[config.mk]
export PLATFORM = sky130hd
export DESIGN_NAME = phy_mgmt_engine
export DESIGN_NICKNAME = d
export VERILOG_FILES = /design/src/rtl/phy_mgmt_pkg.sv /design/src/rtl/mdc_divider.sv /design/src/rtl/mgmt_cmd_reg.sv /design/src/rtl/mgmt_frame_seq.sv /design/src/rtl/phy_mgmt_engine.sv
export SDC_FILE = /design/constraint.sdc
export NUM_CORES = 1
export LEC_CHECK = 0
export BUFFER_PORTS_ARGS = -buffer_cell sky130_fd_sc_hd__buf_2
export CAP_MARGIN = 0
export CORE_MARGIN = 1
export CORE_UTILIZATION = 35
export CTS_CLUSTER_DIAMETER = 40
export CTS_CLUSTER_SIZE = 24
export DETAILED_ROUTE_END_ITERATION = 8
export PLACE_DENSITY = 0.57
export SYNTH_ARGS = -nofsm -noshare
export SYNTH_HDL_FRONTEND = slang
export SYNTH_SLANG_ARGS = --single-unit
[constraint.sdc]
create_clock -name clk -period 2.8 [get_ports clk]
set_input_delay 0.42 -clock clk [delete_from_list [all_inputs] [get_ports clk]]
set_output_delay 0.42 -clock clk [all_outputs]
set_load 0.01 [all_outputs]
[src/rtl/phy_mgmt_pkg.sv]
package phy_mgmt_pkg;

  localparam int FRAME_BITS = 64;
  localparam int IDX_W      = $clog2(FRAME_BITS);
  localparam int TA_FIRST   = 46;
  localparam int TA_LAST    = 47;
  localparam int DATA_FIRST = 48;

  typedef enum logic [1:0] {
    OP_NONE  = 2'd0,
    OP_WRITE = 2'd1,
    OP_READ  = 2'd2,
    OP_BAD   = 2'd3
  } mgmt_op_e;

  typedef struct packed {
    mgmt_op_e    op;
    logic [4:0]  phy;
    logic [4:0]  regad;
    logic [15:0] data;
  } mgmt_cmd_t;

  function automatic logic op_valid(mgmt_op_e op);
    return (op == OP_WRITE) || (op == OP_READ);
  endfunction

  // Bit of the serial frame at position idx (0 = first on the wire).
  function automatic logic frame_bit(mgmt_cmd_t c, logic [IDX_W-1:0] idx);
    logic [FRAME_BITS-1:0] f;
    logic [IDX_W-1:0]      last;
    last = IDX_W'(FRAME_BITS - 1);
    f = {32'hFFFF_FFFF, 2'b01, (c.op == OP_READ) ? 2'b10 : 2'b01,
         c.phy, c.regad, 2'b10, c.data};
    return f[last - idx];
  endfunction

endpackage

[src/rtl/mdc_divider.sv]
module mdc_divider #(
  parameter int HALF = 40
) (
  input  logic clk,
  input  logic rst_n,
  input  logic run,
  output logic mdc,
  output logic rise_evt,
  output logic fall_evt
);
  localparam int CNT_W = (HALF > 1) ? $clog2(HALF) : 1;
  localparam logic [CNT_W-1:0] CNT_END = CNT_W'(HALF - 1);

  logic [CNT_W-1:0] cnt;
  logic             tick;

  assign tick     = run && (cnt == CNT_END);
  assign rise_evt = tick && !mdc;
  assign fall_evt = tick && mdc;

  always_ff @(posedge clk) begin
    if (!rst_n) begin
      cnt <= '0;
      mdc <= 1'b0;
    end else if (!run) begin
      cnt <= '0;
      mdc <= 1'b0;
    end else if (tick) begin
      cnt <= '0;
      mdc <= ~mdc;
    end else begin
      cnt <= cnt + 1'b1;
    end
  end
endmodule

[src/rtl/mgmt_cmd_reg.sv]
module mgmt_cmd_reg
  import phy_mgmt_pkg::*;
(
  input  logic        clk,
  input  logic        rst_n,
  input  logic        wr_en,
  input  logic [31:0] wr_data,
  input  logic        finish,
  input  logic        rd_done,
  input  logic        rd_fail,
  input  logic [15:0] rd_word,
  output logic        busy,
  output mgmt_cmd_t   cmd,
  output logic [31:0] rd_data
);
  logic fail;
  logic accept;
  logic unused_hi;

  assign unused_hi = ^wr_data[31:30];
  assign accept    = wr_en && !busy;
  assign rd_data   = {2'b00, busy, fail, cmd};

  always_ff @(posedge clk) begin
    if (!rst_n) begin
      busy <= 1'b0;
      fail <= 1'b0;
      cmd  <= '0;
    end else if (accept) begin
      cmd  <= mgmt_cmd_t'(wr_data[27:0]);
      busy <= wr_data[29];
      fail <= 1'b0;
    end else if (finish) begin
      busy <= 1'b0;
      if (rd_done) begin
        cmd.data <= rd_word;
        fail     <= rd_fail;
      end
    end
  end
endmodule

[src/rtl/mgmt_frame_seq.sv]
module mgmt_frame_seq
  import phy_mgmt_pkg::*;
(
  input  logic             clk,
  input  logic             rst_n,
  input  logic             busy,
  input  mgmt_cmd_t        cmd,
  input  logic             rise_evt,
  input  logic             fall_evt,
  input  logic             mdio_i,
  output logic             run,
  output logic [IDX_W-1:0] idx,
  output logic             mdio_o,
  output logic             mdio_oe,
  output logic             finish,
  output logic             rd_done,
  output logic             rd_fail,
  output logic [15:0]      rd_word,
  output logic             err
);
  localparam logic [IDX_W-1:0] LAST_IDX = IDX_W'(FRAME_BITS - 1);
  localparam logic [IDX_W-1:0] TA0_IDX  = IDX_W'(TA_FIRST);
  localparam logic [IDX_W-1:0] TA1_IDX  = IDX_W'(TA_LAST);
  localparam logic [IDX_W-1:0] DAT_IDX  = IDX_W'(DATA_FIRST);

  logic        is_read;
  logic        last;
  logic        ta_bad;
  logic [15:0] shreg;

  assign is_read = (cmd.op == OP_READ);
  assign run     = busy && op_valid(cmd.op);
  assign last    = (idx == LAST_IDX);
  assign finish  = (busy && !op_valid(cmd.op)) || (run && fall_evt && last);
  assign rd_done = finish && run && is_read;
  assign rd_fail = ta_bad;
  assign rd_word = shreg;
  assign err     = finish && (!run || (is_read && ta_bad));
  assign mdio_oe = run && (!is_read || (idx < TA0_IDX));
  assign mdio_o  = run ? frame_bit(cmd, idx) : 1'b1;

  always_ff @(posedge clk) begin
    if (!rst_n) begin
      idx    <= '0;
      ta_bad <= 1'b0;
      shreg  <= '0;
    end else if (!run) begin
      idx    <= '0;
      ta_bad <= 1'b0;
    end else begin
      if (rise_evt && is_read) begin
        if (idx == TA1_IDX) ta_bad <= mdio_i;
        if (idx >= DAT_IDX) shreg <= {shreg[14:0], mdio_i};
      end
      if (fall_evt && !last) idx <= idx + 1'b1;
    end
  end
endmodule

[src/rtl/phy_mgmt_engine.sv]
module phy_mgmt_engine
  import phy_mgmt_pkg::*;
#(
  parameter int MDC_HALF = 40
) (
  input  logic        clk,
  input  logic        rst_n,
  input  logic        reg_wr_en,
  input  logic [31:0] reg_wr_data,
  output logic [31:0] reg_rd_data,
  output logic        done_pulse,
  output logic        error_pulse,
  output logic        mdc,
  output logic        mdio_o,
  output logic        mdio_oe,
  input  logic        mdio_i
);
  logic             busy;
  mgmt_cmd_t        cmd;
  logic             run;
  logic             rise_evt;
  logic             fall_evt;
  logic [IDX_W-1:0] frame_idx;
  logic             finish;
  logic             rd_done;
  logic             rd_fail;
  logic [15:0]      rd_word;
  logic             seq_err;

  mdc_divider #(.HALF(MDC_HALF)) u_div (
    .clk(clk), .rst_n(rst_n), .run(run),
    .mdc(mdc), .rise_evt(rise_evt), .fall_evt(fall_evt)
  );

  mgmt_cmd_reg u_reg (
    .clk(clk), .rst_n(rst_n), .wr_en(reg_wr_en), .wr_data(reg_wr_data),
    .finish(finish), .rd_done(rd_done), .rd_fail(rd_fail), .rd_word(rd_word),
    .busy(busy), .cmd(cmd), .rd_data(reg_rd_data)
  );

  mgmt_frame_seq u_seq (
    .clk(clk), .rst_n(rst_n), .busy(busy), .cmd(cmd),
    .rise_evt(rise_evt), .fall_evt(fall_evt), .mdio_i(mdio_i),
    .run(run), .idx(frame_idx), .mdio_o(mdio_o), .mdio_oe(mdio_oe),
    .finish(finish), .rd_done(rd_done), .rd_fail(rd_fail),
    .rd_word(rd_word), .err(seq_err)
  );

  always_ff @(posedge clk) begin
    if (!rst_n) begin
      done_pulse  <= 1'b0;
      error_pulse <= 1'b0;
    end else begin
      done_pulse  <= finish;
      error_pulse <= seq_err;
    end
  end
endmodule

# Yosys cells after proc, flatten, opt, wreduce, memory -nomap -nowiden
# Index checks and enable logic that the tools add are counted.
totals:
  input_bits: 36
  ff_bits: 62
  output_inout_bits: 37
  wordCells: 70
classes:
  n_reduce_logical: 34
  addsub: 3
  n_eq_ne: 5
  n_lt_le_gt_ge: 3
  mux: 9
  n_bitwise: 3
ops:
  columns: ["op", "n"]
  rows:
  - ["$mux W16", 3]
  - ["$eq A6 B6 Y1 const B", 3]
  - ["$logic_and A1 B1 Y1", 15]
  - ["$add A6 B1 Y6 const B", 2]
  - ["$reduce_and A2 Y1", 4]
  - ["$lt A6 B7 Y1 const B", 1]
  - ["$bmux W1 S6", 1]
  - ["$ge A6 B6 Y1 const B", 1]
  - ["$logic_not A1 Y1", 6]
  - ["$lt A6 B6 Y1 const B", 1]
  - ["$sub A6 B6 Y6 const A", 1]
  - ["$logic_or A1 B1 Y1", 4]
  - ["$mux W1", 4]
  - ["$reduce_bool A2 Y1", 2]
  - ["$not A1 Y1", 3]
  - ["$reduce_and A3 Y1", 1]
  - ["$reduce_or A3 Y1", 1]
  - ["$eq A2 B1 Y1 const B", 1]
  - ["$eq A2 B2 Y1 const B", 1]
  - ["$mux W2", 1]
  - ["$reduce_or A2 Y1", 1]

# Logic depth before layout (Yosys ltp)
# Gate-level depths: netlist of the first run.
logic_depth:
  ltp_word: 13
  mapped_depth: 8
  ltp_nobuf: 6

# Hierarchy
# Synthesis of the first run repeated with hierarchy kept, for this count alone.
unflattened:
  cells_unflattened: 375
  area_unflattened_um2: 3215.6
by_module_without_submodules:
  columns: ["module", "cells_per_inst", "area_per_inst_um2", "n_inst", "seq_area_each_um2"]
  rows:
  - ["mgmt_cmd_reg", 188, 1580.3, 1, 600.6]
  - ["mgmt_frame_seq", 149, 1272.5, 1, 460.4]
  - ["mdc_divider", 34, 310.3, 1, 140.1]
  - ["phy_mgmt_engine", 4, 52.6, 1, 40.0]

# Least setup slack after synthesis of the first run
# Ideal clock, no wire load.
synth_path:
  path_type: "register -> register"
  from: "register, netlist name u_reg.cmd[26]"
  to: "register, netlist name u_reg.cmd[10]"
  path_slack_ns: 0.759
  arrival_ns: 1.955
  synth_period_minus_slack_ns: 2.041
  setup_time_ns: 0.086
  path_stages_with_launch: 9
  n_path_buf: 2
  required_time_ns: 2.714
  cell_sequence: "dfxtp_1 inv_1 ha_1 and4b_1 nand3_2 or2_1 buf_2 buf_2 a211oi_1"
synth_via:
  elab_chain_cells: 12
  elab_cells_between_ends: 16
  classes_between: "eq/ne: 2; reduce/logical: 14"
synth_rtl:
  columns: ["element", "line_no", "source"]
  rows:
  - ["$eq A2 B1 Y1 or $eq A2 B2 Y1 (tied branches)", "phy_mgmt_pkg.sv:24, mgmt_frame_seq.sv:31", null]
  - ["$logic_or A1 B1 Y1", "phy_mgmt_pkg.sv:24", "return (op == OP_WRITE) || (op == OP_READ);"]
  - ["$logic_and A1 B1 Y1", "mgmt_frame_seq.sv:32", "assign run = busy && op_valid(cmd.op);"]
  - ["$logic_and A1 B1 Y1", "mdc_divider.sv:17", "assign tick = run && (cnt == CNT_END);"]
  - ["$logic_and A1 B1 Y1", "mdc_divider.sv:19", "assign fall_evt = tick && mdc;"]
  - ["$logic_and A1 B1 Y1 (2 in series)", "mgmt_frame_seq.sv:34", "assign finish = (busy && !op_valid(cmd.op)) || (run && fall_evt && last);"]
  - ["$logic_or A1 B1 Y1", "mgmt_frame_seq.sv:34", null]
  - ["$logic_and A1 B1 Y1 (2 in series)", "mgmt_frame_seq.sv:35", "assign rd_done = finish && run && is_read;"]
  - ["$reduce_bool A2 Y1 (no line)", null, null]
  - ["$reduce_and A2 Y1 (no line) *", null, null]
# Mark *: on every way between the ends. The rest lies on a longest branch, timed or not.
# A chain may end at the register's enable or synchronous reset.

# Worst setup path after layout of the first run
layout_path:
  from: "register u_seq.idx[1]"
  to: "output port mdio_o"
layout_via:
  elab_chain_cells: 4
layout_rtl:
  columns: ["element", "line_no", "source"]
  rows:
  - ["start: declaration", "mgmt_frame_seq.sv:12", "output logic [IDX_W-1:0] idx,"]
  - ["start signal: assignment", "mgmt_frame_seq.sv:55", "if (fall_evt && !last) idx <= idx + 1'b1;"]
  - ["$sub A6 B6 Y6", "phy_mgmt_pkg.sv:34", "return f[last - idx];"]
  - ["$bmux W1 S6", "phy_mgmt_pkg.sv:34", null]
  - ["$mux W1 (not written as such)", "phy_mgmt_pkg.sv:34", null]
  - ["$mux W1", "mgmt_frame_seq.sv:40", "assign mdio_o = run ? frame_bit(cmd, idx) : 1'b1;"]
  - ["end: declaration", "phy_mgmt_engine.sv:14", "output logic mdio_o,"]
# No other way between the ends. The select of a mux whose other input is x is not followed.

==> results.py, run 1 <==
metrics = {
    "clock_tree": {
        "clockRootBuffer": "clkbuf_8",
        "cts.sinks": 62,
        "cts_buffers": 9,
        "htreeDepth": 3,
        "clkTransAtPathRegs_ns": 0.07,
        "cts_tree": "done",
        "holdBufCountCts": 0,
        "cts_max_path_buffers": 2,
        "postCtsSetupRepairBufs": 0,
        "clk_latency_ns": 0.34,
        "cts_resized": 0,
    },
    "layout": {
        "layout-drive-gt1-share": 0.258,
        "antennaDiodeCount": 0,
        "fin_cells": 489,
        "nets": 420,
        "final_area_um2": 3520,
        "fillers": 831,
        "seq_area_um2": 1240,
        "syn_to_final_growth_pct": 19.1,
        "multi_input_area_um2": 1570,
    },
    "route": {
        "routed_wire_length_per_instance_um": 14.5,
        "dr_total_vias": 2511,
        "via_per_inst": 5.13,
        "drt_iter0_markers": 135,
        "drtPass1Iterations": 4,
        "drt_wl_total_um": 7110,
        "drc": 0,
        "drtAntennaViolNets": 0,
    },
    "place": {
        "dp.cells": 475,
        "dpl_worst_slack_ns": 0.514,
        "numPortBuffers": 67,
        "dp_hpwl_um": 4930,
        "place.gp.congestion": 0.722,
        "placed_cell_area_um2": 3350,
    },
    "setup_path": {
        "critPathLaunchType": "flip-flop",
        "cp_max_fo": 8,
        "crit_type": "reg2out",
        "end_kind": "primary output",
        "worstPathRequired_ns": 2.38,
        "crit_arrival_ns": 2.20,
        "rr_worst_depth": 6,
    },
    "timing": {
        "post-route-min-period_ns": 2.62,
        "fmax_ghz": 0.382,
        "setup_viol": 0,
        "rsz0062_at_grt": "no",
        "report.final.slew_viol_count": 0,
        "hold_viol": 0,
        "worstMarginPinSlew_ns": 0.634,
        "setup_tns_ns": 0,
        "finalCritPeriodShare": 0.935,
        "slew_headroom": 0.578,
        "finalClockSkew_ns": 0.00883,
        "setup_slack_ns": 0.183,
        "hold_ws_ns": 0.320,
    },
    "floorplanning": {
        "core-area_um2": 8220,
        "start_util": 0.360,
        "die_w_um": 94.0,
        "pin_count": 73,
        "die_y_um": 94.0,
        "die-area_um2": 8830,
        "rows": 33,
    },
    "logic_synthesis": {
        "synth_seq_cells": 62,
        "synth_largest_area_cell": "dfxtp_1",
        "ys_seq_area_frac": 0.419,
        "synth_edf_count": 0,
        "synth_top_area_frac": 0.419,
        "yosys_warnings": 0,
        "synthArstFlopShare": 0,
        "avgSynthCellArea_um2": 9.08,
        "ys.flop_type": "dfxtp_1",
        "ys_types": 41,
        "synthCells": 326,
        "syn_area_um2": 2960,
        "yosys-top-cells-area": "dfxtp_1 42%, mux2i_1 5.8%, nor2b_1 4.9%, mux4_2 4.6%, a211oi_1 4.1%",
    },
    "worst_hold_path": {
        "hold_class": "in2reg",
        "hold_depth": 3,
    },
    "global_routing": {
        "grt.overflow.total": 0,
        "grt_max_degree": 46,
        "antenna_found_initial": 0,
        "grt_pass1_wl_um": 11700,
        "grt_pass1_vias": 2358,
        "grt_usage": 0.173,
    },
    "flow_run": {
        "maxCapViolations": 0,
    },
    "power": {
        "powerDensity_nw_per_um2": 525,
        "p_leak_nw": 1.48,
        "ir_drop_mv": 0.205,
    },
    "outcome": {
        "outcome": "complete, no violations",
    },
}
state kept, by name, indices dropped and copies added, names as in the netlist:
signal / cells
u_seq.rd_fail: 1
u_reg.fail: 1
error_pulse: 1
u_reg.busy: 1
u_seq.idx: 6
u_seq.rd_word: 16
u_reg.cmd: 28
u_div.mdc: 1
u_div.cnt: 6
done_pulse: 1
cells in the final DEF, fill, tap and decap left out, drive strengths merged, types with 2 or more instances in the layout:
cell type | netlist | routed
buf | 9 | 74
dfxtp | 62 | 62
nand2 | 32 | 32
nor2 | 24 | 24
nor2b | 23 | 23
o21ai | 19 | 19
mux2i | 17 | 17
nor4 | 16 | 16
a211oi | 16 | 16
a21boi | 14 | 14
clkbuf | 22 | 9
nand3 | 8 | 8
and3 | 7 | 7
mux4 | 6 | 6
inv | 4 | 4
o311ai | 4 | 4
o41ai | 4 | 4
o211ai | 3 | 3
and2 | 3 | 3
xnor2 | 3 | 3
nand2b | 3 | 3
xor2 | 3 | 3
ha | 3 | 3
clkinv | 0 | 3
nand4 | 3 | 3
a22oi | 2 | 2
or3 | 2 | 2
a21oi | 2 | 2
o21a | 2 | 2
conb | 1 | 2
nor4b | 2 | 2
report_power, final:
| group | internal, mW | total [mW] | switching [mW] |
|---|---|---|---|
| registers | 0.913 | 0.936 | 0.0230 |
| logic | 0.0794 | 0.174 | 0.0949 |
| clock network | 0.396 | 0.740 | 0.344 |
layer usage:
layer | vias to the layer above | part of all wire | track usage
li1 | 1275 | - | -
met1 | 1184 | 0.49 | 0.231
met2 | 41 | 0.46 | 0.265
met3 | 11 | 0.033 | 0.0372
met4 | 0 | 0.017 | 0.0769
met5 | - | 0 | 0
path summary, 6_finish.rpt:
| kind | startpoint | end | slack, ns |
|---|---|---|---|
| max reg2reg | u_reg.cmd[26] | u_reg.cmd[3] | 0.64 |
| min | reg_wr_data[20] | u_reg.cmd[20] | 0.32 |
| max | u_seq.idx[1] | mdio_o | 0.18 |
| min reg2reg | u_div.cnt[0] | u_div.cnt[0] | 0.44 |
cell usage after synthesis, types with 5 or more instances:
master,instances
a21boi_0,14
nor2_1,24
mux4_2,6
and3_1,7
clkbuf_1,22
nor2b_1,23
o21ai_0,19
a211oi_1,16
nor4_1,16
nand2_1,32
mux2i_1,17
nand3_1,6
buf_2,5
dfxtp_1,62
stage by stage:
step / utilization / total power, mW
after floorplan: - / 1.06
after global placement: 0.407 / 1.13
after detailed placement: 0.407 / 1.13
after CTS: 0.429 / 1.87
after global routing: 0.429 / 1.94
final: 0.429 / 1.85
kinds of logic (layout without fill, tap and decap cells):
family	after synthesis	after routing	synth area share
AO/OA/AOI/OAI	68	68	0.158
XOR/XNOR	6	6	0.0178
adder cells (fa/ha/maj)	3	3	0.0127
buffers and inverters	35	92	0.0516
flip-flops	62	62	0.419
multiplexers	23	23	0.103
other	1	2	0.00127
AND/OR/NAND/NOR	128	128	0.236
critical path, stage by stage, from the launching register on:
cell	delay [ns]
dfxtp_1	0.64
mux4_2	0.59
a22oi_1	0.18
and4_1	0.22
a41oi_1	0.05
buf_2	0.18
layout make-up:
type / count / share of cell area
multi-input combinational: 230 / 0.446
sequential: 62 / 0.352
timing repair buffer: 74 / 0.110
tap: 105 / 0.0373
clock buffer: 9 / 0.0352
clock inverter: 5 / 0.0149
inverter: 4 / 0.00426
Note: power is estimated with default switching activity, not from simulation.
==> run 2: changes to the inputs <==
--- a/config.mk
+++ b/config.mk
@@ -14,2 +14,3 @@
 export DETAILED_ROUTE_END_ITERATION = 8
+export MAX_ROUTING_LAYER = met4
 export PLACE_DENSITY = 0.57
@@ -18 +19,2 @@
 export SYNTH_SLANG_ARGS = --single-unit
+export TNS_END_PERCENT = 20
--- a/constraint.sdc
+++ b/constraint.sdc
@@ -3,2 +3,2 @@
 set_output_delay 0.42 -clock clk [all_outputs]
-set_load 0.01 [all_outputs]
+set_load 0.02 [all_outputs]
==> results.py, run 2 (synthesis results as in run 1) <==
metrics = {
    "outcome": {
        "outcome": "complete, no violations",
    },
    "place": {
        "numPortBuffers": 67,
        "dp.cells": 476,
        "place.gp.congestion": 0.731,
        "dpl_worst_slack_ns": 0.611,
        "dp_hpwl_um": 4980,
        "placed_cell_area_um2": 3350,
    },
    "clock_tree": {
        "holdBufCountCts": 0,
        "cts_resized": 0,
        "clkTransAtPathRegs_ns": 0.07,
        "clockRootBuffer": "clkbuf_8",
        "cts_max_path_buffers": 2,
        "cts_tree": "done",
        "postCtsSetupRepairBufs": 0,
        "clk_latency_ns": 0.34,
        "htreeDepth": 3,
        "cts.sinks": 62,
        "cts_buffers": 9,
    },
    "timing": {
        "worstMarginPinSlew_ns": 0.626,
        "slew_headroom": 0.582,
        "setup_tns_ns": 0,
        "hold_ws_ns": 0.326,
        "setup_slack_ns": 0.265,
        "finalCritPeriodShare": 0.905,
        "hold_viol": 0,
        "post-route-min-period_ns": 2.53,
        "rsz0062_at_grt": "no",
        "setup_viol": 0,
        "report.final.slew_viol_count": 0,
        "fmax_ghz": 0.394,
        "finalClockSkew_ns": 0.0115,
    },
    "layout": {
        "top_register": "u_reg.cmd",
        "final_common_cell": "buf_2",
        "layout_common_cells": "67 x buf_2, 62 x dfxtp_1, 32 x nand2_1, 24 x nor2_1, 22 x nor2b_1",
        "nets": 421,
        "final_util": 0.437,
        "fillers": 827,
        "largest_reg_flops": 28,
        "final_area_um2": 3590,
        "layout-drive-gt1-share": 0.261,
        "antennaDiodeCount": 0,
        "syn_to_final_growth_pct": 21.3,
        "fin_cells": 492,
    },
    "route": {
        "drt_wl_total_um": 7240,
        "via_per_inst": 5.13,
        "dr_total_vias": 2525,
        "routed_wire_length_per_instance_um": 14.7,
        "drtPass1Iterations": 4,
        "drt_iter0_markers": 90,
        "drtAntennaViolNets": 0,
        "drc": 0,
    },
    "setup_path": {
        "end_kind": "primary output",
        "r2r_start": "u_reg.cmd[26]",
        "reg2reg_setup_slack_ns": 0.61,
        "crit_chain": "mux4_2 -> a22oi_1 -> and4_1 -> a41oi_1 -> buf_2",
        "r2r-end": "u_reg.cmd[9]",
        "crit_type": "reg2out",
        "cp_max_fo": 15,
        "critPathLaunchType": "flip-flop",
        "rr_worst_depth": 7,
        "cp_top_family": "flip-flops",
        "slowest_stage": "dfxtp_1",
        "crit_arrival_ns": 2.11,
        "cp_num_buf_inv": 1,
        "worstPathRequired_ns": 2.38,
        "cpPeakStageDelay_ns": 0.71,
    },
    "global_routing": {
        "grt_usage": 0.177,
        "grt_pass1_wl_um": 11900,
        "grt.overflow.total": 0,
        "grt_pass1_vias": 2396,
        "antenna_found_initial": 0,
        "grt_max_degree": 46,
    },
    "floorplanning": {
        "pin_count": 73,
        "start_util": 0.360,
        "die_y_um": 94.0,
        "die-area_um2": 8830,
        "core-area_um2": 8220,
        "rows": 33,
        "die_w_um": 94.0,
    },
    "worst_hold_path": {
        "hold_depth": 3,
        "hold_class": "in2reg",
        "hold_start": "reg_wr_data[20]",
        "min_to": "u_reg.cmd[20]",
    },
    "power": {
        "clock_power_share": 0.449,
        "p_leak_nw": 1.51,
        "switching_share": 0.239,
        "internal-power_mw": 1.57,
        "powerDensity_nw_per_um2": 573,
        "comb_power_share": 0.096,
        "p_switching_mw": 0.492,
        "seqPwrFrac": 0.455,
        "ir_drop_mv": 0.278,
        "power.total_mw": 2.06,
    },
    "flow_run": {
        "maxCapViolations": 0,
    },
}
## run 2: cell count changes in the layout (fill, tap and decap cells not counted), sizes merged
| cell | change |
|---|---|
| clkinv | -2 |
| bufinv | +1 |
| clkbuf | +4 |
| buf | +1 |
| clkinvlp | -1 |
## run 2: final cells by class
cell class / count / area, um^2 / share of cell area
Clock buffer: 13 / 169 / 0.0471
Timing Repair Buffer: 75 / 395 / 0.110
Inverter: 4 / 15.0 / 0.00418
Sequential cell: 62 / 1240 / 0.346
Tap cell: 105 / 131 / 0.0366
Multi-Input combinational cell: 230 / 1570 / 0.438
Clock inverter: 3 / 65.1 / 0.0181
## run 2: routing by layer
metal | track usage | wire, um
met5 | - | 0
met4 | 0.0577 | 91
met3 | 0.0421 | 219
met2 | 0.268 | 3310
met1 | 0.232 | 3620
## run 2: tightest hold or removal path, cell delays in order
cell,delay (ns)
buf_2,0.10
nand2_1,0.04
a21boi_0,0.06
## run 2: worst max-delay path by stage
stage / from / end / slack (ns) / depth (start not counted)
after floorplan: u_reg.cmd[26] / u_reg.cmd[10] / 0.68 / 8
after global placement: u_seq.idx[2] / mdio_o / 0.64 / 5
after detailed placement: u_reg.cmd[26] / u_reg.cmd[12] / 0.61 / 6
after CTS: u_seq.idx[2] / mdio_o / 0.24 / 5
after global routing: u_seq.idx[2] / mdio_o / 0.14 / 5
final: u_seq.idx[2] / mdio_o / 0.27 / 5
## run 2: power groups by stage
| stage | Combinational, mW | Sequential [mW] | Clock (mW) |
|---|---|---|---|
| after CTS | 0.202 | 0.936 | 0.940 |
| after global placement | 0.199 | 0.956 | 0 |
| after global routing | 0.220 | 0.940 | 0.988 |
| after floorplan | 0.0930 | 0.987 | 0 |
| after detailed placement | 0.201 | 0.956 | 0 |
| final | 0.198 | 0.936 | 0.924 |
